## config.mk

```make
export PLATFORM = sky130hd
export DESIGN_NAME = pin_irq_trigger
export DESIGN_NICKNAME = d
export VERILOG_FILES = /design/src/rtl/pin_irq_pkg.sv /design/src/rtl/pin_irq_regs.sv /design/src/rtl/pin_irq_detect.sv /design/src/rtl/pin_irq_status.sv /design/src/rtl/pin_irq_combine.sv /design/src/rtl/pin_irq_trigger.sv
export SDC_FILE = /design/constraint.sdc
export NUM_CORES = 1
export LEC_CHECK = 0
export BUFFER_PORTS_ARGS = -buffer_cell sky130_fd_sc_hd__buf_4
export CAP_MARGIN = 20
export CORE_ASPECT_RATIO = 0.6
export CORE_UTILIZATION = 54
export CTS_BUF_LIST = sky130_fd_sc_hd__clkbuf_8
export CTS_CLUSTER_SIZE = 12
export DETAILED_ROUTE_END_ITERATION = 6
export PLACE_DENSITY = 0.77
export SLEW_MARGIN = 20
export SYNTH_ARGS = -nofsm -noshare
export SYNTH_HDL_FRONTEND = slang
export SYNTH_SLANG_ARGS = --single-unit
```

## constraint.sdc

```tcl
create_clock -name clk -period 1.3 [get_ports clk]
set_clock_uncertainty 0.05 [all_clocks]
set_input_delay 0.065 -clock clk [delete_from_list [all_inputs] [get_ports clk]]
set_output_delay 0.065 -clock clk [all_outputs]
set_load 0.01 [all_outputs]
```

## src/rtl/pin_irq_pkg.sv

```systemverilog
package pin_irq_pkg;

  // Byte offsets of the register port (the software view depends on them)
  localparam int OFS_ENABLE = 'h00;
  localparam int OFS_TYPE0  = 'h04;
  localparam int OFS_TYPE1  = 'h08;
  localparam int OFS_TYPE2  = 'h0C;
  localparam int OFS_STATUS = 'h10;

  typedef enum logic [2:0] {
    SEL_NONE,
    SEL_ENABLE,
    SEL_TYPE0,
    SEL_TYPE1,
    SEL_TYPE2,
    SEL_STATUS
  } reg_sel_e;

  function automatic reg_sel_e offset_to_sel(input int ofs);
    case (ofs)
      OFS_ENABLE: return SEL_ENABLE;
      OFS_TYPE0:  return SEL_TYPE0;
      OFS_TYPE1:  return SEL_TYPE1;
      OFS_TYPE2:  return SEL_TYPE2;
      OFS_STATUS: return SEL_STATUS;
      default:    return SEL_NONE;
    endcase
  endfunction

  // Trigger decision for one pin. Priority: dual edge, then level, then single edge.
  function automatic logic trig_hit(input logic t0, input logic t1, input logic t2,
                                    input logic pin, input logic prev, input logic armed);
    if (t2) return armed & (pin ^ prev);
    if (t1) return ~(pin ^ t0);
    if (t0) return armed & pin & ~prev;
    return armed & ~pin & prev;
  endfunction

endpackage

```

## src/rtl/pin_irq_regs.sv

```systemverilog
module pin_irq_regs
  import pin_irq_pkg::*;
#(
  parameter int WIDTH  = 32,
  parameter int ADDR_W = 5
) (
  input  logic              clk,
  input  logic              rst_n,
  input  logic              wr_i,
  input  logic [ADDR_W-1:0] addr_i,
  input  logic [WIDTH-1:0]  wdata_i,
  input  logic [WIDTH-1:0]  status_i,
  output logic [WIDTH-1:0]  enable_o,
  output logic [WIDTH-1:0]  type0_o,
  output logic [WIDTH-1:0]  type1_o,
  output logic [WIDTH-1:0]  type2_o,
  output logic [WIDTH-1:0]  clr_o,
  output logic [WIDTH-1:0]  rdata_o
);

  reg_sel_e sel;
  assign sel = offset_to_sel(int'(addr_i));

  logic [WIDTH-1:0] enable_q, type0_q, type1_q, type2_q;

  always_ff @(posedge clk) begin
    if (!rst_n) begin
      enable_q <= '0;
      type0_q  <= '0;
      type1_q  <= '0;
      type2_q  <= '0;
    end else if (wr_i) begin
      case (sel)
        SEL_ENABLE: enable_q <= wdata_i;
        SEL_TYPE0:  type0_q  <= wdata_i;
        SEL_TYPE1:  type1_q  <= wdata_i;
        SEL_TYPE2:  type2_q  <= wdata_i;
        default: ;
      endcase
    end
  end

  // Write-one-to-clear vector for the status register
  assign clr_o = (wr_i && sel == SEL_STATUS) ? wdata_i : '0;

  always_comb begin
    case (sel)
      SEL_ENABLE: rdata_o = enable_q;
      SEL_TYPE0:  rdata_o = type0_q;
      SEL_TYPE1:  rdata_o = type1_q;
      SEL_TYPE2:  rdata_o = type2_q;
      SEL_STATUS: rdata_o = status_i;
      default:    rdata_o = '0;
    endcase
  end

  assign enable_o = enable_q;
  assign type0_o  = type0_q;
  assign type1_o  = type1_q;
  assign type2_o  = type2_q;

  AST_UNMAPPED_QUIET: assert property (@(posedge clk) disable iff (!rst_n)
    (wr_i && sel == SEL_NONE) |=> $stable(enable_q) && $stable(type0_q)
                                  && $stable(type1_q) && $stable(type2_q));

endmodule

```

## src/rtl/pin_irq_detect.sv

```systemverilog
module pin_irq_detect
  import pin_irq_pkg::*;
#(
  parameter int WIDTH = 32
) (
  input  logic             clk,
  input  logic             rst_n,
  input  logic [WIDTH-1:0] pin_i,
  input  logic [WIDTH-1:0] type0_i,
  input  logic [WIDTH-1:0] type1_i,
  input  logic [WIDTH-1:0] type2_i,
  output logic [WIDTH-1:0] set_o
);

  logic [WIDTH-1:0] prev_q;
  logic             armed_q;

  // The first clock after reset only captures the reference value
  always_ff @(posedge clk) begin
    if (!rst_n) begin
      prev_q  <= '0;
      armed_q <= 1'b0;
    end else begin
      prev_q  <= pin_i;
      armed_q <= 1'b1;
    end
  end

  logic [WIDTH-1:0] changed;
  assign changed = armed_q ? (pin_i ^ prev_q) : '0;

  for (genvar b = 0; b < WIDTH; b++) begin : g_pin
    assign set_o[b] = trig_hit(type0_i[b], type1_i[b], type2_i[b],
                               pin_i[b], prev_q[b], armed_q);
  end

  // Without a change and outside level mode nothing may be reported
  AST_EDGE_NEEDS_CHANGE: assert property (@(posedge clk) disable iff (!rst_n)
    ((set_o & ~changed & (type2_i | ~type1_i)) == '0));

endmodule

```

## src/rtl/pin_irq_status.sv

```systemverilog
module pin_irq_status #(
  parameter int WIDTH = 32
) (
  input  logic             clk,
  input  logic             rst_n,
  input  logic [WIDTH-1:0] set_i,
  input  logic [WIDTH-1:0] clr_i,
  output logic [WIDTH-1:0] status_o
);

  logic [WIDTH-1:0] status_q;

  // Clear takes precedence over a set landing on the same clock
  always_ff @(posedge clk) begin
    if (!rst_n) status_q <= '0;
    else        status_q <= (status_q | set_i) & ~clr_i;
  end

  assign status_o = status_q;

  AST_W1C_CLEARS: assert property (@(posedge clk) disable iff (!rst_n)
    (clr_i != '0) |=> ((status_q & $past(clr_i)) == '0));

  AST_STICKY_HOLD: assert property (@(posedge clk) disable iff (!rst_n)
    1'b1 |=> ((status_q & $past(status_q & ~clr_i)) == $past(status_q & ~clr_i)));

  AST_SET_LANDS: assert property (@(posedge clk) disable iff (!rst_n)
    ((set_i & ~clr_i) != '0) |=> ((status_q & $past(set_i & ~clr_i)) == $past(set_i & ~clr_i)));

endmodule

```

## src/rtl/pin_irq_combine.sv

```systemverilog
module pin_irq_combine #(
  parameter int WIDTH = 32
) (
  input  logic             clk,
  input  logic             rst_n,
  input  logic [WIDTH-1:0] status_i,
  input  logic [WIDTH-1:0] enable_i,
  output logic             irq_o
);

  logic [WIDTH-1:0] pending;
  logic             irq_q;

  assign pending = status_i & enable_i;

  always_ff @(posedge clk) begin
    if (!rst_n) irq_q <= 1'b0;
    else        irq_q <= |pending;
  end

  assign irq_o = irq_q;

  AST_MASKED_LOW: assert property (@(posedge clk) disable iff (!rst_n)
    (enable_i == '0) |=> !irq_q);

  AST_STATUS_EMPTY_LOW: assert property (@(posedge clk) disable iff (!rst_n)
    (status_i == '0) |=> !irq_q);

endmodule

```

## src/rtl/pin_irq_trigger.sv

```systemverilog
module pin_irq_trigger #(
  parameter int WIDTH  = 32,
  parameter int ADDR_W = 5
) (
  input  logic              clk,
  input  logic              rst_n,
  input  logic [WIDTH-1:0]  pin_i,
  input  logic              reg_wr_i,
  input  logic [ADDR_W-1:0] reg_addr_i,
  input  logic [WIDTH-1:0]  reg_wdata_i,
  output logic [WIDTH-1:0]  reg_rdata_o,
  output logic              irq_o
);

  logic [WIDTH-1:0] enable_w, type0_w, type1_w, type2_w;
  logic [WIDTH-1:0] clr_w, set_w, status_w;

  pin_irq_regs #(.WIDTH(WIDTH), .ADDR_W(ADDR_W)) u_regs (
    .clk      (clk),
    .rst_n    (rst_n),
    .wr_i     (reg_wr_i),
    .addr_i   (reg_addr_i),
    .wdata_i  (reg_wdata_i),
    .status_i (status_w),
    .enable_o (enable_w),
    .type0_o  (type0_w),
    .type1_o  (type1_w),
    .type2_o  (type2_w),
    .clr_o    (clr_w),
    .rdata_o  (reg_rdata_o)
  );

  pin_irq_detect #(.WIDTH(WIDTH)) u_detect (
    .clk     (clk),
    .rst_n   (rst_n),
    .pin_i   (pin_i),
    .type0_i (type0_w),
    .type1_i (type1_w),
    .type2_i (type2_w),
    .set_o   (set_w)
  );

  pin_irq_status #(.WIDTH(WIDTH)) u_status (
    .clk      (clk),
    .rst_n    (rst_n),
    .set_i    (set_w),
    .clr_i    (clr_w),
    .status_o (status_w)
  );

  pin_irq_combine #(.WIDTH(WIDTH)) u_combine (
    .clk      (clk),
    .rst_n    (rst_n),
    .status_i (status_w),
    .enable_i (enable_w),
    .irq_o    (irq_o)
  );

  // Level mode with the pin at its active level and no clear sets the bit
  AST_LEVEL_SETS: assert property (@(posedge clk) disable iff (!rst_n)
    ((type1_w & ~type2_w & ~(pin_i ^ type0_w) & ~clr_w) != '0)
      |=> ((status_w & $past(type1_w & ~type2_w & ~(pin_i ^ type0_w) & ~clr_w))
           == $past(type1_w & ~type2_w & ~(pin_i ^ type0_w) & ~clr_w)));

endmodule

```

==> metrics.txt <==
# TYPE chip_impl_metric gauge
chip_impl_metric{name="cp.arrival",unit="ns"} 1.68
chip_impl_info{name="cts_tree",value="done"} 1
chip_impl_metric{name="drt-wirelength-per-cell",unit="microns"} 21.10
chip_impl_metric{name="sequential_cell_area",unit="sq um"} 3948
chip_impl_metric{name="path_max_fanout",unit=""} 2
chip_impl_metric{name="postSynthNetCount",unit=""} 1129
chip_impl_info{name="yosysMostFrequentCell",value="nand2_1"} 1
chip_impl_metric{name="p_per_area",unit="nW/um^2"} 977.0
chip_impl_metric{name="max_cap_violations",unit=""} 0
chip_impl_metric{name="buffer_ports.inserted",unit=""} 104
chip_impl_metric{name="route.vias.total",unit=""} 9572
chip_impl_info{name="synthFlopType",value="dfxtp_1"} 1
chip_impl_info{name="netlist_top_cells_count",value="294 x nand2_1, 194 x dfxtp_1, 131 x a21oi_1"} 1
chip_impl_metric{name="place_hpwl",unit="microns"} 18180
chip_impl_metric{name="postSynth.asyncResetShare",unit="%"} 0
chip_impl_metric{name="minimum_clock_period_after_layout",unit="ns"} 1.798
chip_impl_metric{name="finish.net_count",unit=""} 1369
chip_impl_info{name="ys_top_cells_by_area",value="dfxtp_1 45%, nand2_1 13%, a21oi_1 7.5%"} 1
chip_impl_metric{name="n_antenna_cell",unit=""} 0
chip_impl_metric{name="power_frac_comb",unit="%"} 11.0
chip_impl_metric{name="antenna_left",unit=""} 0
chip_impl_metric{name="power.share.clock",unit="%"} 36.5
chip_impl_metric{name="number_of_warnings_reported_in_the_yosys_synthesis_log",unit=""} 0
chip_impl_metric{name="yosysTopAreaCellShare",unit="%"} 44.68
chip_impl_info{name="violations",value="design-rule violations, negative setup slack"} 1
chip_impl_metric{name="final_min_period_over_clock_period",unit="%"} 138.3
chip_impl_metric{name="gr-usage-all-layers",unit="%"} 37.32
chip_impl_metric{name="drc_errors",unit=""} 13
chip_impl_metric{name="internal-power",unit="uW"} 8634
chip_impl_info{name="timing.critical_path.from_type",value="register"} 1
chip_impl_info{name="critPathKind",value="register to primary output"} 1
chip_impl_metric{name="clock_latency",unit="ns"} 0.47
chip_impl_metric{name="layout-drive-gt1-share",unit="%"} 25.11
chip_impl_info{name="critPathCaptureType",value="primary output"} 1
chip_impl_metric{name="placementRows",unit=""} 35
chip_impl_metric{name="drtIter0Drc",unit=""} 1518
chip_impl_metric{name="clock_sink_count",unit=""} 194
chip_impl_metric{name="p_seq_share",unit="%"} 52.5
chip_impl_metric{name="placed_cells",unit=""} 1374
chip_impl_metric{name="power.ir.vdd_worst",unit="uV"} 545.8
chip_impl_metric{name="final_cell_count_no_fill",unit=""} 1513
chip_impl_metric{name="hold_viol",unit=""} 0
chip_impl_metric{name="max-clock-path-buffers",unit=""} 2
chip_impl_metric{name="final-setup-viol-count",unit=""} 33
chip_impl_metric{name="leakagePower",unit="uW"} 0.004680
chip_impl_metric{name="worst_slack",unit="ns"} -0.4985
chip_impl_metric{name="htree_num_levels",unit=""} 4
chip_impl_metric{name="avgSynthCellArea",unit="sq um"} 8.223
chip_impl_metric{name="grt_start_max_net_pins",unit=""} 43
chip_impl_metric{name="n_fill_cell",unit=""} 1003
chip_impl_metric{name="slew_headroom",unit="%"} 69.10
chip_impl_info{name="top_usage_layer",value="met2"} 1
chip_impl_metric{name="fp.dieArea",unit="sq um"} 16620
chip_impl_metric{name="syn_to_final_growth",unit="%"} 39.24
chip_impl_metric{name="yosys.cell_types.count",unit=""} 34
chip_impl_metric{name="grt_pass1_vias",unit=""} 8892
chip_impl_metric{name="grt_first_pass_wirelength",unit="microns"} 48130
chip_impl_metric{name="grtUsageMet2",unit="%"} 59.09
chip_impl_metric{name="dieWidth",unit="microns"} 165.8
chip_impl_metric{name="ios",unit=""} 105
chip_impl_metric{name="slew_viol_final",unit=""} 0
chip_impl_info{name="hold_path_class",value="primary input to register"} 1
chip_impl_info{name="clockRootBuffer",value="clkbuf_8"} 1
chip_impl_metric{name="antenna_violations_before_repair",unit=""} 0
chip_impl_metric{name="syn_inst",unit=""} 1057
chip_impl_metric{name="crit_required",unit="ns"} 1.19
chip_impl_metric{name="globalplace.congestion",unit=""} 0.8739
chip_impl_metric{name="post_synth_instance_area",unit="sq um"} 8692
chip_impl_metric{name="drt-pass1-iter-count",unit=""} 7
chip_impl_info{name="run_status",value="complete, but fails checks"} 1
chip_impl_metric{name="routed_via_density",unit=""} 6.327
chip_impl_metric{name="maximum_clock_frequency",unit="MHz"} 556.0
chip_impl_info{name="netlist.top_cell.by_area",value="dfxtp_1"} 1
chip_impl_metric{name="multi_input_area",unit="sq um"} 4477
chip_impl_metric{name="coreArea",unit="sq um"} 15550
chip_impl_metric{name="tightestPinTransition",unit="ns"} 0.4635
chip_impl_metric{name="switchingPower",unit="uW"} 3191
chip_impl_metric{name="globalRoute.totalOverflow",unit=""} 0
chip_impl_metric{name="number_of_enable_type_register_cells_in_the_synthesized_netlist",unit=""} 0
chip_impl_metric{name="switching_share",unit="%"} 26.99
chip_impl_metric{name="initial_utilization",unit="%"} 55.91
chip_impl_metric{name="grt_util_met1",unit="%"} 49.65
chip_impl_metric{name="dpl_worst_slack",unit="ns"} -0.3494
chip_impl_metric{name="cts_made_buffers",unit=""} 17
chip_impl_metric{name="die-height",unit="microns"} 100.3
chip_impl_metric{name="synth_seq_area_share",unit="%"} 44.68
chip_impl_metric{name="grt_use_met3",unit="%"} 8.872
chip_impl_metric{name="ys_seq_elements",unit=""} 194
chip_impl_metric{name="postRouteWirelength",unit="microns"} 31920
chip_impl_info{name="unrepaired_setup_endpoints_after_global_routing",value="yes"} 1
chip_impl_metric{name="clkSlewWorstSetupHoldPaths",unit="ns"} 0.11
[power groups by stage]
stage                     logic (uW)  clock network [uW]  registers (uW)
after floorplan                  451                   0            6300
after global placement           990                   0            6340
after detailed placement        1010                   0            6340
after CTS                       1220                4270            6200
after global routing            1380                4540            6220
final                           1300                4310            6210
[routing by layer]
layer / share of wire (%) / wire, microns / vias to the layer above
met4: 3.7 / 1166 / 0
met1: 40 / 12690 / 4537
met5: 0 / 0 / -
met3: 13 / 4089 / 128
li1: - / - / 4197
met2: 44 / 13970 / 710
[registers in the layout (all words and copies together), names as in the netlist]
name,count
u_combine.irq_o,1
u_detect.armed_q,1
u_detect.prev_q,32
u_regs.enable_o,32
u_regs.type0_o,32
u_regs.type1_o,32
u_regs.type2_o,32
u_status.status_o,32
[per-stage QoR]
step                cell area, sq um  TNS (ns)  power, uW  util [%]  hold slack [ns]
finish                         12100    -10.84      11820     77.85           0.1656
floorplan                       8703    -2.152       6750         -          0.04272
CTS                            11940    -10.61      11690     76.78           0.1336
global placement               10290    -23.93       7326     66.20           0.2355
global route                   12100    -12.29      12140     77.85           0.1825
detailed placement             10290    -29.84       7351     66.20           0.2423
[critical path: stages, from the launching register on]
cell and delay (ns):
dfxtp_2 0.34, buf_6 0.11, a222oi_1 0.45, nand2_1 0.16, buf_6 0.15
[cell type report]
type / instances / area share [%]
Clock buffer: 19 / 2.161
Clock inverter: 13 / 1.375
Inverter: 33 / 1.044
Multi-Input combinational cell: 759 / 36.99
Sequential cell: 194 / 32.62
Tap cell: 203 / 2.099
Timing Repair Buffer: 292 / 23.72
[placed cells by master, fill, tap and decap left out, types with 7 or more instances in the layout]
| cell type | synthesis | layout |
|---|---|---|
| xor2_1 | 58 | 58 |
| a22oi_1 | 48 | 42 |
| buf_4 | 1 | 140 |
| xnor2_1 | 29 | 29 |
| a31oi_1 | 29 | 29 |
| nand2_1 | 294 | 294 |
| dfxtp_2 | 0 | 42 |
| buf_12 | 0 | 20 |
| buf_6 | 3 | 66 |
| a21oi_1 | 131 | 130 |
| and2_1 | 33 | 32 |
| a221oi_1 | 32 | 29 |
| clkbuf_8 | 0 | 19 |
| nand2b_1 | 7 | 7 |
| dlygate4sd3_1 | 0 | 65 |
| inv_1 | 32 | 32 |
| a222oi_1 | 32 | 32 |
| dfxtp_1 | 194 | 149 |
| o211ai_1 | 29 | 29 |
[path summary, 6_finish.rpt]
path / startpoint / endpoint / slack, ns / cells past startpoint
max reg2reg: u_regs.enable_o[26] / u_combine.irq_o / -0.17 / 5
min: reg_wr_i / u_regs.type2_o[23] / 0.17 / 5
max: u_status.status_o[30] / reg_rdata_o[30] / -0.50 / 4
min reg2reg: u_regs.type1_o[25] / u_regs.type1_o[25] / 0.44 / 2
[cells by family after synthesis]
logic type | share of synthesized area (%)
AND/OR/NAND/NOR | 17.33
flip-flops | 44.68
AO/OA/AOI/OAI | 24.14
buffers and inverters | 5.081
XOR/XNOR | 8.766
[repair_timing]
action,CTS,global route
setup endpoints to repair,33,65
buffers inserted,34,8
endpoints found under the hold margin,192,0
gates resized for setup,98,39
pin swaps,58,51
cloned,1,1
hold buffers,65,0
Note: power is estimated with default switching activity, not from simulation.
